==> src/rtl/alarm_cmp.sv <==
module alarm_cmp #(
  parameter int LO_W  = 32,
  parameter int HI_W  = 16,
  parameter int DW    = 32,
  parameter int AW    = 3,
  parameter int CNT_W = LO_W + HI_W
) (
  input  logic             clk,
  input  logic             rst_n,
  input  logic [CNT_W-1:0] sec_cnt,
  input  logic             sec_tick,
  input  logic             alt_evt,
  input  logic             bus_we,
  input  logic [AW-1:0]    bus_addr,
  input  logic [DW-1:0]    bus_wdata,
  output logic [DW-1:0]    bus_rdata,
  output logic             irq_o
);
  localparam logic [AW-1:0] A_LO  = AW'(0);
  localparam logic [AW-1:0] A_HI  = AW'(1);
  localparam logic [AW-1:0] A_RAW = AW'(2);
  localparam logic [AW-1:0] A_MSK = AW'(3);
  localparam logic [AW-1:0] A_SET = AW'(4);
  localparam logic [AW-1:0] A_CLR = AW'(5);

  logic [LO_W-1:0] alm_lo;
  logic [HI_W-1:0] alm_hi;
  logic            armed;
  logic [1:0]      stat_q, en_q;

  wire we_lo  = bus_we && bus_addr == A_LO;
  wire we_hi  = bus_we && bus_addr == A_HI;
  wire we_w1c = bus_we && (bus_addr == A_RAW || bus_addr == A_MSK);
  wire we_set = bus_we && bus_addr == A_SET;
  wire we_clr = bus_we && bus_addr == A_CLR;

  wire       pri_hit = sec_tick && armed && (sec_cnt == {alm_hi, alm_lo});
  wire [1:0] clr_m   = we_w1c ? bus_wdata[1:0] : 2'b00;
  wire [1:0] masked  = stat_q & en_q;

  always_ff @(posedge clk or negedge rst_n) begin
    if (!rst_n) begin
      alm_lo <= '0;
      alm_hi <= '0;
      armed  <= 1'b0;
      stat_q <= 2'b00;
      en_q   <= 2'b00;
    end else begin
      if (we_lo) begin
        alm_lo <= bus_wdata[LO_W-1:0];
        armed  <= 1'b0;
      end
      if (we_hi) begin
        alm_hi <= bus_wdata[HI_W-1:0];
        armed  <= 1'b1;
      end
      stat_q <= (stat_q & ~clr_m) | {alt_evt, pri_hit};
      if (we_set) en_q <= en_q | bus_wdata[1:0];
      if (we_clr) en_q <= en_q & ~bus_wdata[1:0];
    end
  end

  always_comb begin
    bus_rdata = '0;
    case (bus_addr)
      A_LO:         bus_rdata[LO_W-1:0] = alm_lo;
      A_HI:         bus_rdata[HI_W-1:0] = alm_hi;
      A_RAW:        bus_rdata[1:0]      = stat_q;
      A_MSK:        bus_rdata[1:0]      = masked;
      A_SET, A_CLR: bus_rdata[1:0]      = en_q;
      default:      bus_rdata           = '0;
    endcase
  end

  assign irq_o = |masked;

  a_r3_hit_latches: assert property (@(posedge clk) disable iff (!rst_n)
    pri_hit |=> stat_q[0]);
  a_r3_no_spurious: assert property (@(posedge clk) disable iff (!rst_n)
    (!pri_hit && !stat_q[0]) |=> !stat_q[0]);
  a_r5_alt_latches: assert property (@(posedge clk) disable iff (!rst_n)
    alt_evt |=> stat_q[1]);
  a_r4_disarm: assert property (@(posedge clk) disable iff (!rst_n)
    we_lo |=> !armed);
  a_r7_en_hold: assert property (@(posedge clk) disable iff (!rst_n)
    !(we_set || we_clr) |=> $stable(en_q));
endmodule

==> config.mk <==
export PLATFORM = sky130hd
export DESIGN_NAME = alarm_cmp
export DESIGN_NICKNAME = d
export VERILOG_FILES = /design/src/rtl/alarm_cmp.sv
export SDC_FILE = /design/constraint.sdc
export NUM_CORES = 1
export LEC_CHECK = 0
export BUFFER_PORTS_ARGS = -buffer_cell sky130_fd_sc_hd__buf_4
export CAP_MARGIN = 5
export CORE_AREA = 2 2 87 89
export DETAILED_ROUTE_END_ITERATION = 12
export DIE_AREA = 0 0 89 91
export PLACE_DENSITY = 0.73
export SYNTH_ARGS = -nofsm -noshare
export SYNTH_HDL_FRONTEND = slang
export SYNTH_SLANG_ARGS = --single-unit
==> constraint.sdc <==
create_clock -name clk -period 1.28 [get_ports clk]
set_input_delay 0.128 -clock clk [delete_from_list [all_inputs] [get_ports clk]]
set_output_delay 0.128 -clock clk [all_outputs]
set_load 0.02 [all_outputs]
* Word-level counts from Yosys, hierarchy flattened
Index checks and enable logic that the tools add are counted.
** Storage, ports and cells
- Register bits :: 53
- Bits of input ports :: 88
- Output and inout port bits :: 33
** Operators by class
- Equal/unequal tests :: 6
- Multiplexer cells :: 8
- Bitwise operators :: 7
- Reductions and logical operators :: 13
** Operators with widths (count)
- $eq A48 B48 Y1 :: 1
- $pmux W14 S2 :: 1
- $mux W16 :: 1
- $pmux W2 S5 :: 1
- $logic_and A1 B1 Y1 :: 7
- $and A2 B2 Y2 :: 3
- $eq A3 B2 Y1 const B :: 2
- $eq A3 B3 Y1 const B :: 2
- $mux W2 :: 3
- $not A2 Y2 :: 2
- $or A2 B2 Y2 :: 2
- $reduce_bool A2 Y1 :: 2
- $reduce_or A2 Y1 :: 2
- $eq A3 B1 Y1 const B :: 1
- $logic_not A3 Y1 :: 1
- $mux W1 :: 2
- $logic_or A1 B1 Y1 :: 1

* Longest topological paths before layout
Gate-level depths: netlist (run 1).
- Depth in word-level cells :: 7
- Depth in mapped cells :: 7

* Worst setup path after synthesis (run 1)
Ideal clock, no wire load.
- Path type :: input to register
- Start point :: in bus_addr[1]
- End point :: reg alm_hi[10]
- Setup time :: 0.125 ns
- Data arrival time :: 1.252 ns
- Required time :: 1.155 ns
- Path slack :: -0.098 ns
- Stages :: 6
- Path buffers :: 3
- Cells stage by stage :: buf_2 nor3b_4 and2_1 buf_6 buf_12 mux2_4
** Between the ends
- Longest elaborated chain between the ends :: 2
** RTL lines
- from (decl) :: RTL line 14 : input logic [AW-1:0] bus_addr,
- $eq A3 B1 Y1 :: RTL line 32 : wire we_hi = bus_we && bus_addr == A_HI;
- $logic_and A1 B1 Y1 :: RTL line 32
- to (signal assigned) :: RTL line 54 : alm_hi <= bus_wdata[HI_W-1:0];
- to (decl) :: RTL line 27 : logic [HI_W-1:0] alm_hi;
Every way passes these cells.
A chain may end at the register's enable or synchronous reset.

* Worst setup path after layout (run 1)
- Start point :: reg alm_hi[0]
- End point :: out bus_rdata[0]
** Between the ends
- Longest elaborated chain between the ends :: 1
** RTL lines
- $pmux W2 S5 :: RTL line 65 : case (bus_addr)
- to (decl) :: RTL line 16 : output logic [DW-1:0] bus_rdata,
Every way passes these cells.

==> flow_summary.json, run 1 <==
{
  "status": "finished, violations left",
  "violations": "setup timing",
  "worst_slack_ps": -263,
  "drive_gt1_frac": 0.581,
  "slowest_delay_ps": 410,
  "path_clk_slew_ps": 100,
  "maxCapViolCount": 0,
  "synth_edf_count": 0,
  "final_cell_mix": "133 x buf_4, 54 x buf_6, 53 x dfrtp_1",
  "fin_crit_ps": 1540,
  "avgRoutedWirePerCell_um": 16.5,
  "route.detailed.drc": 0,
  "holdCritStartpoint": "bus_wdata[26]",
  "fp.dieW_um": 89,
  "clk_latency_ps": 310,
  "ios": 121,
  "syn_avg_cell_area_um2": 11.8,
  "arrival_ps": 1420,
  "cp_slowest_cell": "dfrtp_1",
  "grt_setup_unrepaired": "yes",
  "grt_pass1_wl_um": 13600,
  "r2r-end": "stat_q[0]$_DFF_PN0_",
  "initial_core_util": 0.423,
  "grt_overflow": 0,
  "dp_slack_ps": -258,
  "r2r-start": "alm_lo[8]$_DFFE_PN0P_",
  "synth-seq-area-share": 0.439,
  "die_h_um": 91,
  "io_buffers": 120,
  "cp_max_fo": 2,
  "dieArea_um2": 8100,
  "whs_endpoint": "alm_lo[26]$_DFFE_PN0P_",
  "cts.sinks": 53,
  "core_um2": 7140,
  "min_path_cells": 3,
  "track_usage": 0.218,
  "placed_cells": 528,
  "reg2reg_setup_slack_ps": -240,
  "max_freq_ghz": 0.648,
  "syn_nets": 343,
  "synth.yosys.warnings": 0,
  "grt_max_degree": 26,
  "yosys_register_bits": 53,
  "period_share": 1.21,
  "ir_drop_v": 0.000811,
  "slew_violations": 0,
  "wirelength_um": 8980,
  "hold_class": "input port to flip-flop",
  "cp-end-kind": "primary output",
  "cts_tree": "done",
  "row_count": 31,
  "syn2layout_area_growth_pct": 62.4,
  "ys_types": 32,
  "syn_inst": 255,
  "antenna_found_initial": 0,
  "setup_violations": 16,
  "dp_hpwl_um": 6750,
  "r2r_cells": 6,
  "worst_slew_pin_slew_ps": 422,
  "synth_area_um2": 3020,
  "diodes": 0,
  "viasPerCell": 4.95,
  "ys.flop_type": "dfrtp_1",
  "root_buffer": "clkbuf_8",
  "cellLeakagePower_nw": 2.34,
  "relSlewSlack": 0.716,
  "hold_viol_final": 0,
  "drt-pass1-iter-count": 5,
  "fin_cells": 543,
  "crit_chain": "buf_6 -> mux2i_1 -> nor2_1 -> a31oi_1 -> o21ai_1 -> buf_4",
  "cts_buffer_depth": 2,
  "path_class": "flip-flop to primary output",
  "power_density_nw_per_um2": 1160,
  "drtIter0Drc": 131,
  "dr_total_vias": 2687,
  "timing.hold.ws_ps": 24.0,
  "cp_data_required_time_ps": 1150,
  "fillers": 561,
  "synthArstFlopShare": 1.00,
  "final_antenna_net_count": 0,
  "post-route-util": 0.687,
  "fin_nets": 531,
  "htree_levels": 2,
  "final_common_cell": "buf_4",
  "finClkSkew_ps": 7.76,
  "gp_congestion": 0.884,
  "cts_inserted_buffers": 5,
  "cp-start-kind": "flip-flop",
  "grt_pass1_vias": 2731
}
==> final cells by class <==
cell class / count / area, µm² / share of cell area
repair buffers: 193 / 1710 / 0.348
clock inverters: 1 / 5.00 / 0.00102
flip-flops and latches: 53 / 1330 / 0.271
well taps: 99 / 124 / 0.0253
inverters: 9 / 33.8 / 0.00689
multi-input cells: 181 / 1610 / 0.328
clock buffers: 7 / 96.3 / 0.0197
==> registers in the layout, summed over array words and instances (netlist names), named ones only <==
name,count
stat_q,2
alm_lo,32
armed,1
alm_hi,16
==> Yosys cell counts (all sizes together) (7+ instances only) <==
master / n / area share
o21ai: 11 / 0.018
dfrtp: 53 / 0.44
inv: 9 / 0.011
nor4: 7 / 0.015
a22o: 16 / 0.046
nand4: 7 / 0.015
xor2: 17 / 0.049
nand2: 16 / 0.020
and2: 18 / 0.037
buf: 8 / 0.031
xnor2: 22 / 0.064
mux2: 41 / 0.18
==> worst max path at each step <==
stage	from	to	slack [ps]	cells after the start
finish	alm_hi[0]$_DFFE_PN0P_	bus_rdata[0]	-260	6
global placement	alm_hi[8]$_DFFE_PN0P_	stat_q[0]$_DFF_PN0_	-240	6
floorplan	bus_addr[1]	alm_hi[10]$_DFFE_PN0P_	-60	6
CTS	alm_hi[0]$_DFFE_PN0P_	bus_rdata[0]	-260	6
global route	alm_lo[9]$_DFFE_PN0P_	stat_q[0]$_DFF_PN0_	-370	5
detailed placement	alm_hi[8]$_DFFE_PN0P_	stat_q[0]$_DFF_PN0_	-260	6
==> worst max-delay path: cells and delay by family (launching register included) <==
kind | cells | cell delay (ps)
AND/OR/NAND/NOR | 1 | 50
flip-flops | 1 | 410
multiplexers | 1 | 120
AO/OA/AOI/OAI | 2 | 250
buffers and inverters | 2 | 280
==> power breakdown <==
group / switching [mW] / total, mW / leakage (nW) / internal [mW]
sequential: 0.297 / 2.32 / 0.637 / 2.02
combinational: 0.817 / 2.31 / 1.65 / 1.49
clock: 0.580 / 1.07 / 0.0542 / 0.491
==> per-stage QoR <==
| step | setup TNS (ps) | area, µm² | total power, mW |
|---|---|---|---|
| after floorplan | -1080 | 3030 | 3.27 |
| after global placement | -1590 | 4480 | 4.32 |
| after detailed placement | -1600 | 4480 | 4.37 |
| after CTS | -1360 | 4760 | 5.60 |
| after global routing | -2130 | 4900 | 6.00 |
| final | -1290 | 4900 | 5.70 |
==> metal layers <==
metal	share of wire	track usage
met1	0.42	0.297
met2	0.51	0.361
met3	0.060	0.0418
met4	0.011	0.0435
met5	0	0
==> kinds of logic (layout without fill, tap and decap cells) <==
group | Yosys count | after routing | synth area share
buffers and inverters | 21 | 210 | 0.0472
DFF | 53 | 53 | 0.439
and+or+nand+nor | 59 | 59 | 0.113
AOI/OAI and AO/OA | 40 | 40 | 0.0970
xor gates and xnor gates | 39 | 39 | 0.113
muxes | 43 | 43 | 0.191
==> what timing repair did <==
| item | 4_1_cts | 5_1_grt |
|---|---|---|
| pin swaps | 4 | 3 |
| hold buffers | 2 | 0 |
| setup buffers | 2 | 6 |
| setup endpoints to repair | 24 | 32 |
| resized for setup | 38 | 33 |
| hold endpoints to repair | 23 | 0 |
Power figures use the tool's default switching activity.
==> run 2: changes to the inputs <==
- ABC_AREA: default -> 1
- CORE_AREA: 2 2 87 89 -> 2 2 91 93
- DIE_AREA: 0 0 89 91 -> 0 0 93 95
- PLACE_DENSITY: 0.73 -> 0.71
==> run 2 against run 1 <==
Effect of this change: combinational power is 31% lower; cell area fell by 7.2%; final cell count increased by 33%; critical endpoint unchanged; first-iteration DRC count decreased by 15%; total power down 16%; die area rose by 9.1%; clock skew is 4.0 ps higher; global-route usage down 1.5 points; the run still ends with setup timing left; count of clock-buffer cells in the layout did not move; via count increased by 21%; area after synthesis grew 9.0%; critical path type unchanged.
==> flow_summary.json, run 2 <==
{
  "status": "finished, violations left",
  "violations": "setup timing",
  "fillers": 793,
  "cellLeakagePower_nw": 2.54,
  "ios": 121,
  "whs_endpoint": "alm_lo[20]$_DFFE_PN0P_",
  "route.detailed.drc": 0,
  "viasPerCell": 4.51,
  "core_um2": 7930,
  "clk_latency_ps": 310,
  "syn_nets": 575,
  "reg_top3": "alm_lo: 32 flops, alm_hi: 16 flops, stat_q: 2 flops",
  "synth_area_leaders": "dfrtp_1 40%, nand2_1 19%, inv_1 11%",
  "initial_core_util": 0.415,
  "cts.sinks": 53,
  "path_clk_slew_ps": 100,
  "drive_gt1_frac": 0.294,
  "ys.flop_type": "dfrtp_1",
  "netlist.area_leader.share": 0.403,
  "r2r-start": "alm_hi[7]$_DFFE_PN0P_",
  "syn2layout_area_growth_pct": 38.2,
  "grt_pass1_vias": 3055,
  "synth-seq-area-share": 0.403,
  "hold_class": "input port to flip-flop",
  "final_common_cell": "nand2_1",
  "largest_reg_flops": 32,
  "power_density_nw_per_um2": 1050,
  "setup_violations": 1,
  "dr_total_vias": 3264,
  "period_share": 1.03,
  "r2r_cells": 10,
  "htree_levels": 2,
  "synth_edf_count": 0,
  "clkPwrFrac": 0.199,
  "p_comb_frac": 0.335,
  "tns_ps": -42.3,
  "diodes": 0,
  "min_path_cells": 3,
  "internal_power_mw": 3.13,
  "r2r-end": "stat_q[0]$_DFF_PN0_",
  "synth_most_common_cell": "nand2_1",
  "max_freq_ghz": 0.756,
  "path_class": "flip-flop to primary output",
  "cp-start-kind": "flip-flop",
  "hold_viol_final": 0,
  "worst_slack_ps": -42.3,
  "cts_tree": "done",
  "holdCritStartpoint": "bus_wdata[20]",
  "drt-pass1-iter-count": 5,
  "slew_violations": 0,
  "avgRoutedWirePerCell_um": 12.1,
  "track_usage": 0.203,
  "fp.dieW_um": 93,
  "ys_top_cells_by_count": "167 x nand2_1, 95 x inv_1, 53 x dfrtp_1",
  "finClkSkew_ps": 11.7,
  "gp_congestion": 0.878,
  "row_count": 33,
  "largest-register": "alm_lo",
  "worst_slew_pin_slew_ps": 291,
  "final_cell_mix": "167 x nand2_1, 128 x buf_4, 93 x inv_1",
  "synthArstFlopShare": 1.00,
  "switching_share": 0.344,
  "syn_avg_cell_area_um2": 6.76,
  "p_sw_mw": 1.64,
  "grt_overflow": 0,
  "maxCapViolCount": 0,
  "ir_drop_v": 0.000555,
  "cts_inserted_buffers": 5,
  "relSlewSlack": 0.806,
  "cp-end-kind": "primary output",
  "final_antenna_net_count": 0,
  "cts_buffer_depth": 2,
  "syn_inst": 487,
  "io_buffers": 120,
  "dp_hpwl_um": 6870,
  "synth.yosys.warnings": 0,
  "dieArea_um2": 8840,
  "grt_setup_unrepaired": "yes",
  "arrival_ps": 1190,
  "total_power_mw": 4.77,
  "synth_area_um2": 3290,
  "root_buffer": "clkbuf_8",
  "pwr-share-seq": 0.466,
  "grt_pass1_wl_um": 14100,
  "drtIter0Drc": 111,
  "antenna_found_initial": 0,
  "die_h_um": 95,
  "reg2reg_setup_slack_ps": 40,
  "fin_nets": 706,
  "grt_max_degree": 54,
  "ys_types": 26,
  "wirelength_um": 8760,
  "cp_data_required_time_ps": 1150,
  "yosysTopAreaCell": "dfrtp_1",
  "fin_crit_ps": 1320,
  "cp_max_fo": 3,
  "yosys_register_bits": 53
}
==> run 2: cell count changes in the layout (fill, tap and decap cells not counted), sizes merged, moves of 41 or more <==
cell and delta:
buf -57, mux2 -41, nor2 +44, inv +90, o21ai +51, nand2 +165
==> run 2: power groups by stage <==
stage,Sequential (mW),Combinational (mW),Clock [mW]
after detailed placement,2.25,1.54,0
after global placement,2.24,1.51,0
after CTS,2.22,1.55,0.989
after floorplan,2.19,0.974,0
final,2.22,1.60,0.950
after global routing,2.26,1.83,1.04
==> run 2: how the worst max path moves through the flow <==
stage	startpoint	slack, ps	end	cells past startpoint
3_3_place_gp	bus_addr[2]	50	bus_rdata[1]	7
2_1_floorplan	bus_addr[2]	150	bus_rdata[14]	4
4_1_cts	flip-flop	-80	bus_rdata[0]	3
6_report	flip-flop	-40	bus_rdata[0]	3
3_5_place_dp	bus_addr[2]	4	alm_hi[5]$_DFFE_PN0P_	8
5_1_grt	flip-flop	-120	bus_rdata[0]	3
==> run 2: layout make-up <==
class / instances / area (µm²) / area share
clock inverters: 1 / 7.51 / 0.00165
inverters: 99 / 377 / 0.0828
clock buffers: 7 / 76.3 / 0.0168
repair buffers: 136 / 1080 / 0.238
flip-flops and latches: 53 / 1330 / 0.292
well taps: 105 / 131 / 0.0289
multi-input cells: 323 / 1550 / 0.340
==> run 2: logic make-up (layout without fill, tap and decap cells) <==
family | count (synthesis) | count (layout) | share of synthesized area
xor gates and xnor gates | 11 | 11 | 0.0293
AOI/OAI and AO/OA | 74 | 74 | 0.136
muxes | 1 | 1 | 0.00304
and+or+nand+nor | 237 | 237 | 0.291
DFF | 53 | 53 | 0.403
buffers and inverters | 111 | 243 | 0.137
==> run 2: metal layers <==
metal,wire (µm),up-vias,global-route usage,part of all wire
met3,692,5,0.0439,0.079
met5,0,-,0,0
li1,-,1720,-,-
met4,69,0,0.0502,0.0079
met1,4150,1425,0.281,0.47
met2,3850,114,0.324,0.44
==> run 2: metrics by stage <==
step                      std cells   util  hold slack (ps)  area (µm²)  setup slack [ps]
after floorplan                 487      -             -168        3290               149
final                           724  0.574             10.5        4550             -42.3
after global placement          710  0.552              137        4370              53.0
after CTS                       720  0.565             1.80        4480             -75.4
after global routing            724  0.574             8.09        4550              -117
after detailed placement        710  0.552              134        4370              3.85
==> run 2: what timing repair did <==
action / in CTS / in global routing
setup buffers: 0 / 4
pin swaps: 2 / 7
hold endpoints to repair: 54 / 0
resized for setup: 4 / 17
endpoints found under the setup margin: 5 / 14
hold buffers: 2 / 0
==> run 2: worst max-delay path, stage by stage, from the launching register on <==
cell and delay, ps:
dfrtp_1 410, o211ai_1 170, o2111ai_1 130, buf_4 180
